[src/rtl/trap_pkg.sv]
package trap_pkg;

    typedef enum logic [1:0] {
        PRIV_U   = 2'b00,
        PRIV_S   = 2'b01,
        PRIV_RSV = 2'b10,
        PRIV_M   = 2'b11
    } priv_e;

    typedef enum logic [1:0] {
        ROUTE_DBG_STAY,
        ROUTE_DBG_ENTER,
        ROUTE_SUP,
        ROUTE_MACH
    } route_e;

    localparam int unsigned BRK_CAUSE      = 3;
    localparam logic [2:0]  DBG_CAUSE_SWBRK = 3'd1;

    typedef struct packed {
        logic       s_upd;
        logic       m_upd;
        logic       dbg_upd;
        priv_e      priv;
        logic       prev_ie;
        logic [1:0] prev_priv;
    } entry_ctl_t;

    function automatic logic brk_enabled(priv_e p, logic en_m, logic en_s, logic en_u);
        case (p)
            PRIV_M:  return en_m;
            PRIV_S:  return en_s;
            PRIV_U:  return en_u;
            default: return 1'b0;
        endcase
    endfunction

endpackage

[src/rtl/trap_route.sv]
module trap_route
    import trap_pkg::*;
#(
    parameter int XLEN = 32
) (
    input  logic [XLEN-1:0] cause,
    input  priv_e           priv,
    input  logic            dbg_active,
    input  logic            en_m,
    input  logic            en_s,
    input  logic            en_u,
    input  logic [XLEN-1:0] edeleg,
    input  logic [XLEN-1:0] ideleg,
    output route_e          route,
    output logic            is_intr,
    output logic [XLEN-2:0] idx
);
    localparam int LW = $clog2(XLEN);

    logic            is_brk;
    logic            in_range;
    logic [XLEN-1:0] mask;
    logic            deleg_bit;
    logic            low_priv;

    always_comb begin
        is_intr   = cause[XLEN-1];
        idx       = cause[XLEN-2:0];
        is_brk    = (cause == XLEN'(BRK_CAUSE));
        in_range  = ((idx >> LW) == '0);
        mask      = is_intr ? ideleg : edeleg;
        deleg_bit = in_range && mask[idx[LW-1:0]];
        low_priv  = (priv == PRIV_U) || (priv == PRIV_S);

        if (dbg_active)
            route = ROUTE_DBG_STAY;
        else if (is_brk && brk_enabled(priv, en_m, en_s, en_u))
            route = ROUTE_DBG_ENTER;
        else if (low_priv && deleg_bit)
            route = ROUTE_SUP;
        else
            route = ROUTE_MACH;
    end

endmodule

[src/rtl/trap_mvec.sv]
module trap_mvec #(
    parameter int XLEN = 32
) (
    input  logic [XLEN-1:0] mvec,
    input  logic            is_intr,
    input  logic [XLEN-2:0] idx,
    output logic [XLEN-1:0] pc
);
    logic [XLEN-1:0] base;
    logic [XLEN-1:0] offs;

    always_comb begin
        base = {mvec[XLEN-1:1], 1'b0};
        offs = {idx[XLEN-3:0], 2'b00};
        pc   = (is_intr && mvec[0]) ? base + offs : base;
    end

endmodule

[src/rtl/trap_entry_unit.sv]
module trap_entry_unit
    import trap_pkg::*;
#(
    parameter int               XLEN         = 32,
    parameter logic [XLEN-1:0]  DBG_ENTRY_PC = 32'h0000_0800,
    parameter logic [XLEN-1:0]  DBG_EXC_PC   = 32'h0000_0808
) (
    input  logic            clk,
    input  logic            rst,
    input  logic            trap_valid,
    input  logic [XLEN-1:0] trap_cause,
    input  logic [XLEN-1:0] trap_epc,
    input  logic [XLEN-1:0] trap_tval,
    input  logic [1:0]      cur_priv,
    input  logic            cur_sie,
    input  logic            cur_mie,
    input  logic            dbg_active,
    input  logic            ebrk_en_m,
    input  logic            ebrk_en_s,
    input  logic            ebrk_en_u,
    input  logic [XLEN-1:0] edeleg,
    input  logic [XLEN-1:0] ideleg,
    input  logic [XLEN-1:0] svec,
    input  logic [XLEN-1:0] mvec,
    output logic            redir_valid,
    output logic [XLEN-1:0] redir_pc,
    output logic [1:0]      priv_out,
    output logic            s_upd,
    output logic            m_upd,
    output logic            dbg_upd,
    output logic [XLEN-1:0] cause_out,
    output logic [XLEN-1:0] epc_out,
    output logic [XLEN-1:0] tval_out,
    output logic            prev_ie_out,
    output logic [1:0]      prev_priv_out,
    output logic [2:0]      dbg_cause_out
);
    priv_e           priv_now;
    route_e          route;
    logic            is_intr;
    logic [XLEN-2:0] idx;
    logic [XLEN-1:0] m_pc;
    logic [XLEN-1:0] nxt_pc;
    entry_ctl_t      nxt_ctl;
    entry_ctl_t      ctl_q;

    assign priv_now = priv_e'(cur_priv);

    trap_route #(.XLEN(XLEN)) u_route (
        .cause      (trap_cause),
        .priv       (priv_now),
        .dbg_active (dbg_active),
        .en_m       (ebrk_en_m),
        .en_s       (ebrk_en_s),
        .en_u       (ebrk_en_u),
        .edeleg     (edeleg),
        .ideleg     (ideleg),
        .route      (route),
        .is_intr    (is_intr),
        .idx        (idx)
    );

    trap_mvec #(.XLEN(XLEN)) u_mvec (
        .mvec    (mvec),
        .is_intr (is_intr),
        .idx     (idx),
        .pc      (m_pc)
    );

    always_comb begin
        nxt_ctl = '{s_upd: 1'b0, m_upd: 1'b0, dbg_upd: 1'b0, priv: priv_now,
                    prev_ie: 1'b0, prev_priv: cur_priv};
        nxt_pc  = m_pc;
        case (route)
            ROUTE_DBG_STAY: begin
                nxt_pc = (trap_cause == XLEN'(BRK_CAUSE)) ? DBG_ENTRY_PC : DBG_EXC_PC;
            end
            ROUTE_DBG_ENTER: begin
                nxt_ctl.dbg_upd = 1'b1;
                nxt_ctl.priv    = PRIV_M;
                nxt_pc          = DBG_ENTRY_PC;
            end
            ROUTE_SUP: begin
                nxt_ctl.s_upd     = 1'b1;
                nxt_ctl.priv      = PRIV_S;
                nxt_ctl.prev_ie   = cur_sie;
                nxt_ctl.prev_priv = {1'b0, cur_priv[0]};
                nxt_pc            = svec;
            end
            default: begin
                nxt_ctl.m_upd   = 1'b1;
                nxt_ctl.priv    = PRIV_M;
                nxt_ctl.prev_ie = cur_mie;
            end
        endcase
    end

    always_ff @(posedge clk) begin
        if (rst) begin
            redir_valid   <= 1'b0;
            ctl_q         <= '{s_upd: 1'b0, m_upd: 1'b0, dbg_upd: 1'b0, priv: PRIV_M,
                               prev_ie: 1'b0, prev_priv: 2'b00};
            redir_pc      <= '0;
            cause_out     <= '0;
            epc_out       <= '0;
            tval_out      <= '0;
            dbg_cause_out <= '0;
        end else begin
            redir_valid <= trap_valid;
            if (trap_valid) begin
                ctl_q         <= nxt_ctl;
                redir_pc      <= nxt_pc;
                cause_out     <= trap_cause;
                epc_out       <= trap_epc;
                tval_out      <= trap_tval;
                dbg_cause_out <= DBG_CAUSE_SWBRK;
            end else begin
                ctl_q.s_upd   <= 1'b0;
                ctl_q.m_upd   <= 1'b0;
                ctl_q.dbg_upd <= 1'b0;
            end
        end
    end

    assign s_upd         = ctl_q.s_upd;
    assign m_upd         = ctl_q.m_upd;
    assign dbg_upd       = ctl_q.dbg_upd;
    assign priv_out      = ctl_q.priv;
    assign prev_ie_out   = ctl_q.prev_ie;
    assign prev_priv_out = ctl_q.prev_priv;

endmodule

[config.mk]
export PLATFORM = sky130hd
export DESIGN_NAME = trap_entry_unit
export DESIGN_NICKNAME = d
export VERILOG_FILES = /design/src/rtl/trap_pkg.sv /design/src/rtl/trap_route.sv /design/src/rtl/trap_mvec.sv /design/src/rtl/trap_entry_unit.sv
export SDC_FILE = /design/constraint.sdc
export NUM_CORES = 1
export LEC_CHECK = 0
export CORE_AREA = 2 2 148 150
export DETAILED_ROUTE_END_ITERATION = 8
export DIE_AREA = 0 0 150 152
export HOLD_SLACK_MARGIN = 0.06
export PLACE_DENSITY_LB_ADDON = 0.05
export SYNTH_ARGS = -nofsm -noshare
export SYNTH_HDL_FRONTEND = slang
export SYNTH_SLANG_ARGS = --single-unit
export TNS_END_PERCENT = 20
[constraint.sdc]
create_clock -name clk -period 4.35 [get_ports clk]
set_input_delay 1.305 -clock clk [delete_from_list [all_inputs] [get_ports clk]]
set_output_delay 1.305 -clock clk [all_outputs]
set_load 0.02 [all_outputs]
## After elaboration in Yosys (flattened, before gate mapping)

Index checks and enable logic that the tools add are counted.

- Bitwise operators: 1
- $lt $le $gt $ge: 1
- Reductions and logical operators: 11
- Multiplexer cells: 17
- $add $sub $neg: 1
- Equal/unequal tests: 5

Operator list:

| kind | count |
|---|---|
| $pmux W32 S3 | 1 |
| $mux W32 | 2 |
| $add A32 B32 Y32 | 1 |
| $eq A32 B2 Y1 const B | 1 |
| $logic_not A31 Y1 | 1 |
| $lt A5 B6 Y1 const B | 1 |
| $mux W1 | 6 |
| $mux W2 | 3 |
| $bmux W1 S5 | 1 |
| $eq A2 B1 Y1 const B | 2 |
| $eq A2 B2 Y1 const B | 2 |
| $logic_and A1 B1 Y1 | 4 |
| $logic_not A2 Y1 | 2 |
| $mux W4 | 1 |
| $pmux W2 S2 | 1 |
| $reduce_or A2 Y1 | 2 |
| $pmux W1 S3 | 1 |
| $reduce_or A3 Y1 | 1 |
| $pmux W1 S2 | 1 |
| $logic_or A1 B1 Y1 | 1 |
| $not A1 Y1 | 1 |

- Flip-flop bits (word level): 138
- Word-level logic and storage cells: 48
- Output and inout bits: 140
- Input bits: 235

## Depth between registers and ports, before layout

- Depth after elaboration: 11
- Gate-level depth with buffers: 13
- Mapped depth without buffers: 11

## Cells and area by module

A second synthesis with hierarchy kept.

- Cell total of the unflattened synthesis: 972
- Area, all modules: 8506.9 µm²

Modules (own cells, without submodules):

| module | instances | cells each | sequential area each (µm²) | area an instance (µm²) |
|---|---|---|---|---|
| trap_entry_unit | 1 | 535 | 2762.6 | 5408.9 |
| trap_mvec | 1 | 326 | 0.0 | 2100.8 |
| trap_route | 1 | 111 | 0.0 | 997.2 |

## Worst setup path before layout

OpenSTA, ideal clock, no wires.

- Path type: input to register
- From: input trap_cause[31]
- To: register redir_pc[24]
- Data required time: 4234 ps
- Cell stages on the path: 11
- Library setup time: 116 ps
- Arrival: 3659 ps
- Slack: 576 ps
- Buffers on the path: 2
- Cell sequence: buf_6 -> mux4_2 -> mux4_2 -> nor2b_1 -> a211o_1 -> o211a_2 -> nor3b_2 -> buf_6 -> a31oi_1 -> o32ai_1 -> a31o_1

- Cells in the longest elaborated chain, start to end: 10
- Elaborated cells between the ends (all ways): 16
- Classes of those cells: eq/ne: 3; mux: 8; reduce/logical: 5

Ends and longest elaborated chain:

| element | line | RTL |
|---|---|---|
| start, declared | trap_entry_unit.sv:11 | `input logic [XLEN-1:0] trap_cause,` |
| $mux W32 | trap_route.sv:31 | `mask = is_intr ? ideleg : edeleg;` |
| $bmux W1 S5 | trap_route.sv:32 | `deleg_bit = in_range && mask[idx[LW-1:0]];` |
| $mux W1 (implied by the code) | trap_route.sv:32 |  |
| $logic_and A1 B1 Y1 | trap_route.sv:32 |  |
| $logic_and A1 B1 Y1 | trap_route.sv:39 | `else if (low_priv && deleg_bit)` |
| $mux W1 | trap_route.sv:39 |  |
| $mux W2 | trap_route.sv:37 | `else if (is_brk && brk_enabled(priv, en_m, en_s, en_u))` |
| $mux W2 | trap_route.sv:35 | `if (dbg_active)` |
| $eq A2 B2 Y1, or another cell as far along | trap_entry_unit.sv:74 | `case (route)` |
| $pmux W32 S3 (*) | trap_entry_unit.sv:74 |  |
| end signal, assigned | trap_entry_unit.sv:112 | `redir_pc <= nxt_pc;` |
| end, declared | trap_entry_unit.sv:26 | `output logic [XLEN-1:0] redir_pc,` |

Every way passes the cells marked *; elsewhere a longest branch is shown, timed or not. The select of a mux whose other input is x is not followed.
A chain may end at the register's enable or synchronous reset.

## Worst setup path in the final report

Same ends and word-level chain as after synthesis.

==> flow_summary.toml <==
[status]
status = "finished clean"

[clock_tree]
postCtsSetupBuffers = 0
cts_hold_buf = 0
tritoncts = "built"
cts_made_buffers = 17
cts_resized = 0
htreeDepth = 4
clk_pin_slew_worst_paths_ns = 0.07
cts_root_buf = "clkbuf_16"
clockBufferDepth = 2
numClockSinks = 138
worstSkewPairLatency_ns = 0.42

[routing]
wl_per_cell_um = 18.4
drcViolationCount = 0
dr.pass1.iters = 5
vias = 7703
antenna_left = 0
drt-vias-per-instance = 5.05
drt_wl_total_um = 28100
drtIter0Drc = 446

[final_layout]
nets = 1496
finalNonFillerCells = 1526
fillCellCount = 1986
layout-drive-gt1-share_pct = 9.73
area_growth_pct = 65.7
finalInstanceArea_um2 = 12500
final_core_util_pct = 58.7

[timing]
skew_ns = 0
fin_crit_sh_pct = 93.9
tns_ns = 0
rsz0062_at_grt = "false"
finalCriticalPeriod_ns = 4.08
tightest_slew_ns = 0.611
drv_slew = 0
timing.hold.ws_ns = 0.460
setup_viol = 0
fmax_mhz = 245
max-slew-margin-rel_pct = 59.3
hold_viol = 0

[floorplanning]
die_area_um2 = 22800
top_level_ports = 375
start_util_pct = 35.4
rows = 54
fp.dieH_um = 152
core-area_um2 = 21400
die_w_um = 150

[global_routing]
overflow = 0
antenna_found_initial = 4
track_usage_pct = 24.3
grt_pass1_wl_um = 43200
grt_max_degree = 95
grt_pass1_vias = 7735

[synthesis]
yosys.area.top_type_share_pct = 36.6
synth_cell_types = 66
ys.flop_type = "dfxtp_1"
ys_top_cells_by_area = "dfxtp_1 (37%), mux2i_1 (14%), nor2_1 (7.1%)"
syn_area_um2 = 7560
synthTopCellsByCount = "nor2_1 (143), dfxtp_1 (138), mux2i_1 (106)"
yosysTopAreaCell = "dfxtp_1"
ys_seq_area_share_pct = 36.6
yosysWarnings = 0
synth_most_common_cell = "nor2_1"
syn-mean-instance-area_um2 = 9.07
synth_seq_cells = 138
async_reset_ff_share_pct = 0
synth-edff-count = 0
synthCells = 833

[place]
dp_cells = 1492
hpwl_um = 21800
routabilityCongestion = 0.897
place_area_um2 = 11900
io_buffers = 372

[power]
p_leak_uw = 0.00519
p_per_area_nw_per_um2 = 311
ir_drop_uv = 253

[critical_path]
critical_path_class = "input pin to register"
cp_data_arrival_time_ns = 4.41
path_max_fanout = 11
cp_data_required_time_ns = 4.67
cp-start-kind = "input pin"
cp-end-kind = "register"

[flow_run]
maxCapViolCount = 0

[worst_hold_path]
hold_class = "register to register"
power by group:
group | internal, uW | switching [uW]
combinational | 567 | 482
clock | 775 | 697
sequential | 1340 | 38.5
cells in the final DEF, fill, tap and decap left out, types with 6 or more instances in the layout:
cell type	netlist	layout
buf_4	3	60
a21oi_1	29	29
nand2b_1	8	8
nor3_1	8	8
a31oi_1	10	10
mux2i_1	106	106
a21o_1	19	19
nand2_1	43	43
o21ai_0	31	31
nor2b_1	10	10
nor4_1	9	9
nand3_1	12	12
mux4_2	16	16
and3_1	9	9
nor2_1	143	143
dfxtp_1	138	138
o22ai_1	6	6
inv_1	11	11
clkbuf_16	0	17
xor2_1	8	8
a211oi_1	20	20
nand4_1	6	6
xnor2_1	12	12
ha_1	29	29
clkdlybuf4s50_1	0	370
a22oi_1	19	19
state kept, by name, indices dropped and copies added (netlist names):
name and cells:
cause_out 32, redir_valid 1, epc_out 32, redir_pc 32
dbg_cause_out 1, prev_ie_out 1, dbg_upd 1, m_upd 1
tval_out 32, s_upd 1, prev_priv_out 2, priv_out 2
cell type report:
class | count | area (um^2) | area share (%)
Tap cell | 280 | 350 | 2.80
Sequential cell | 138 | 2760 | 22.1
Multi-Input combinational cell | 627 | 4500 | 35.9
Antenna cell | 2 | 5.00 | 0.0400
Clock inverter | 15 | 178 | 1.42
Inverter | 11 | 41.3 | 0.330
Timing Repair Buffer | 436 | 4270 | 34.1
Clock buffer | 17 | 425 | 3.40
kinds of logic (layout without fill, tap and decap cells):
| logic type | Yosys count | in the layout | synth area share (%) |
|---|---|---|---|
| AND/OR/NAND/NOR | 270 | 270 | 16.3 |
| AO/OA/AOI/OAI | 181 | 181 | 16.3 |
| flip-flops | 138 | 138 | 36.6 |
| multiplexers | 124 | 124 | 19.3 |
| buffers and inverters | 69 | 479 | 4.09 |
| adder cells (fa/ha/maj) | 30 | 30 | 5.07 |
| XOR/XNOR | 20 | 20 | 2.32 |
| other | 1 | 4 | 0.0496 |
critical path, cell delays in order:
cell and delay (ns):
clkdlybuf4s50_1 0.52, buf_4 0.25, mux4_2 0.51, mux4_2 0.49
a211o_1 0.31, o211a_2 0.19, nor3b_4 0.19, buf_4 0.16
a31oi_1 0.16, o32ai_1 0.11, a31o_1 0.20
per-layer routing:
layer / vias up / global-route usage [%] / share of wire (%)
met5: - / 0 / 0.046
met4: 2 / 7.41 / 2.0
met3: 33 / 9.46 / 9.5
met2: 275 / 39.6 / 47
met1: 3548 / 29.5 / 41
li1: 3845 / - / -
path summary, 6_finish.rpt:
| path | start | cells past startpoint | slack (ns) | end |
|---|---|---|---|---|
| min reg2reg | dbg_cause_out[0] | 2 | 0.46 | dbg_cause_out[0] |
| max | trap_cause[31] | 11 | 0.27 | redir_pc[24] |
| max reg2reg | redir_pc[24] | 4 | 3.34 | redir_pc[24] |
| min | dbg_cause_out[0] | 2 | 0.46 | dbg_cause_out[0] |
metrics by stage:
step / total power (uW) / setup slack, ns
after floorplan: 1920 / 0.576
after CTS: 3940 / 0.267
after global routing: 4080 / 0.142
after global placement: 2450 / -0.152
final: 3900 / 0.265
after detailed placement: 2450 / -0.185
Note: power is estimated with default switching activity, not from simulation.
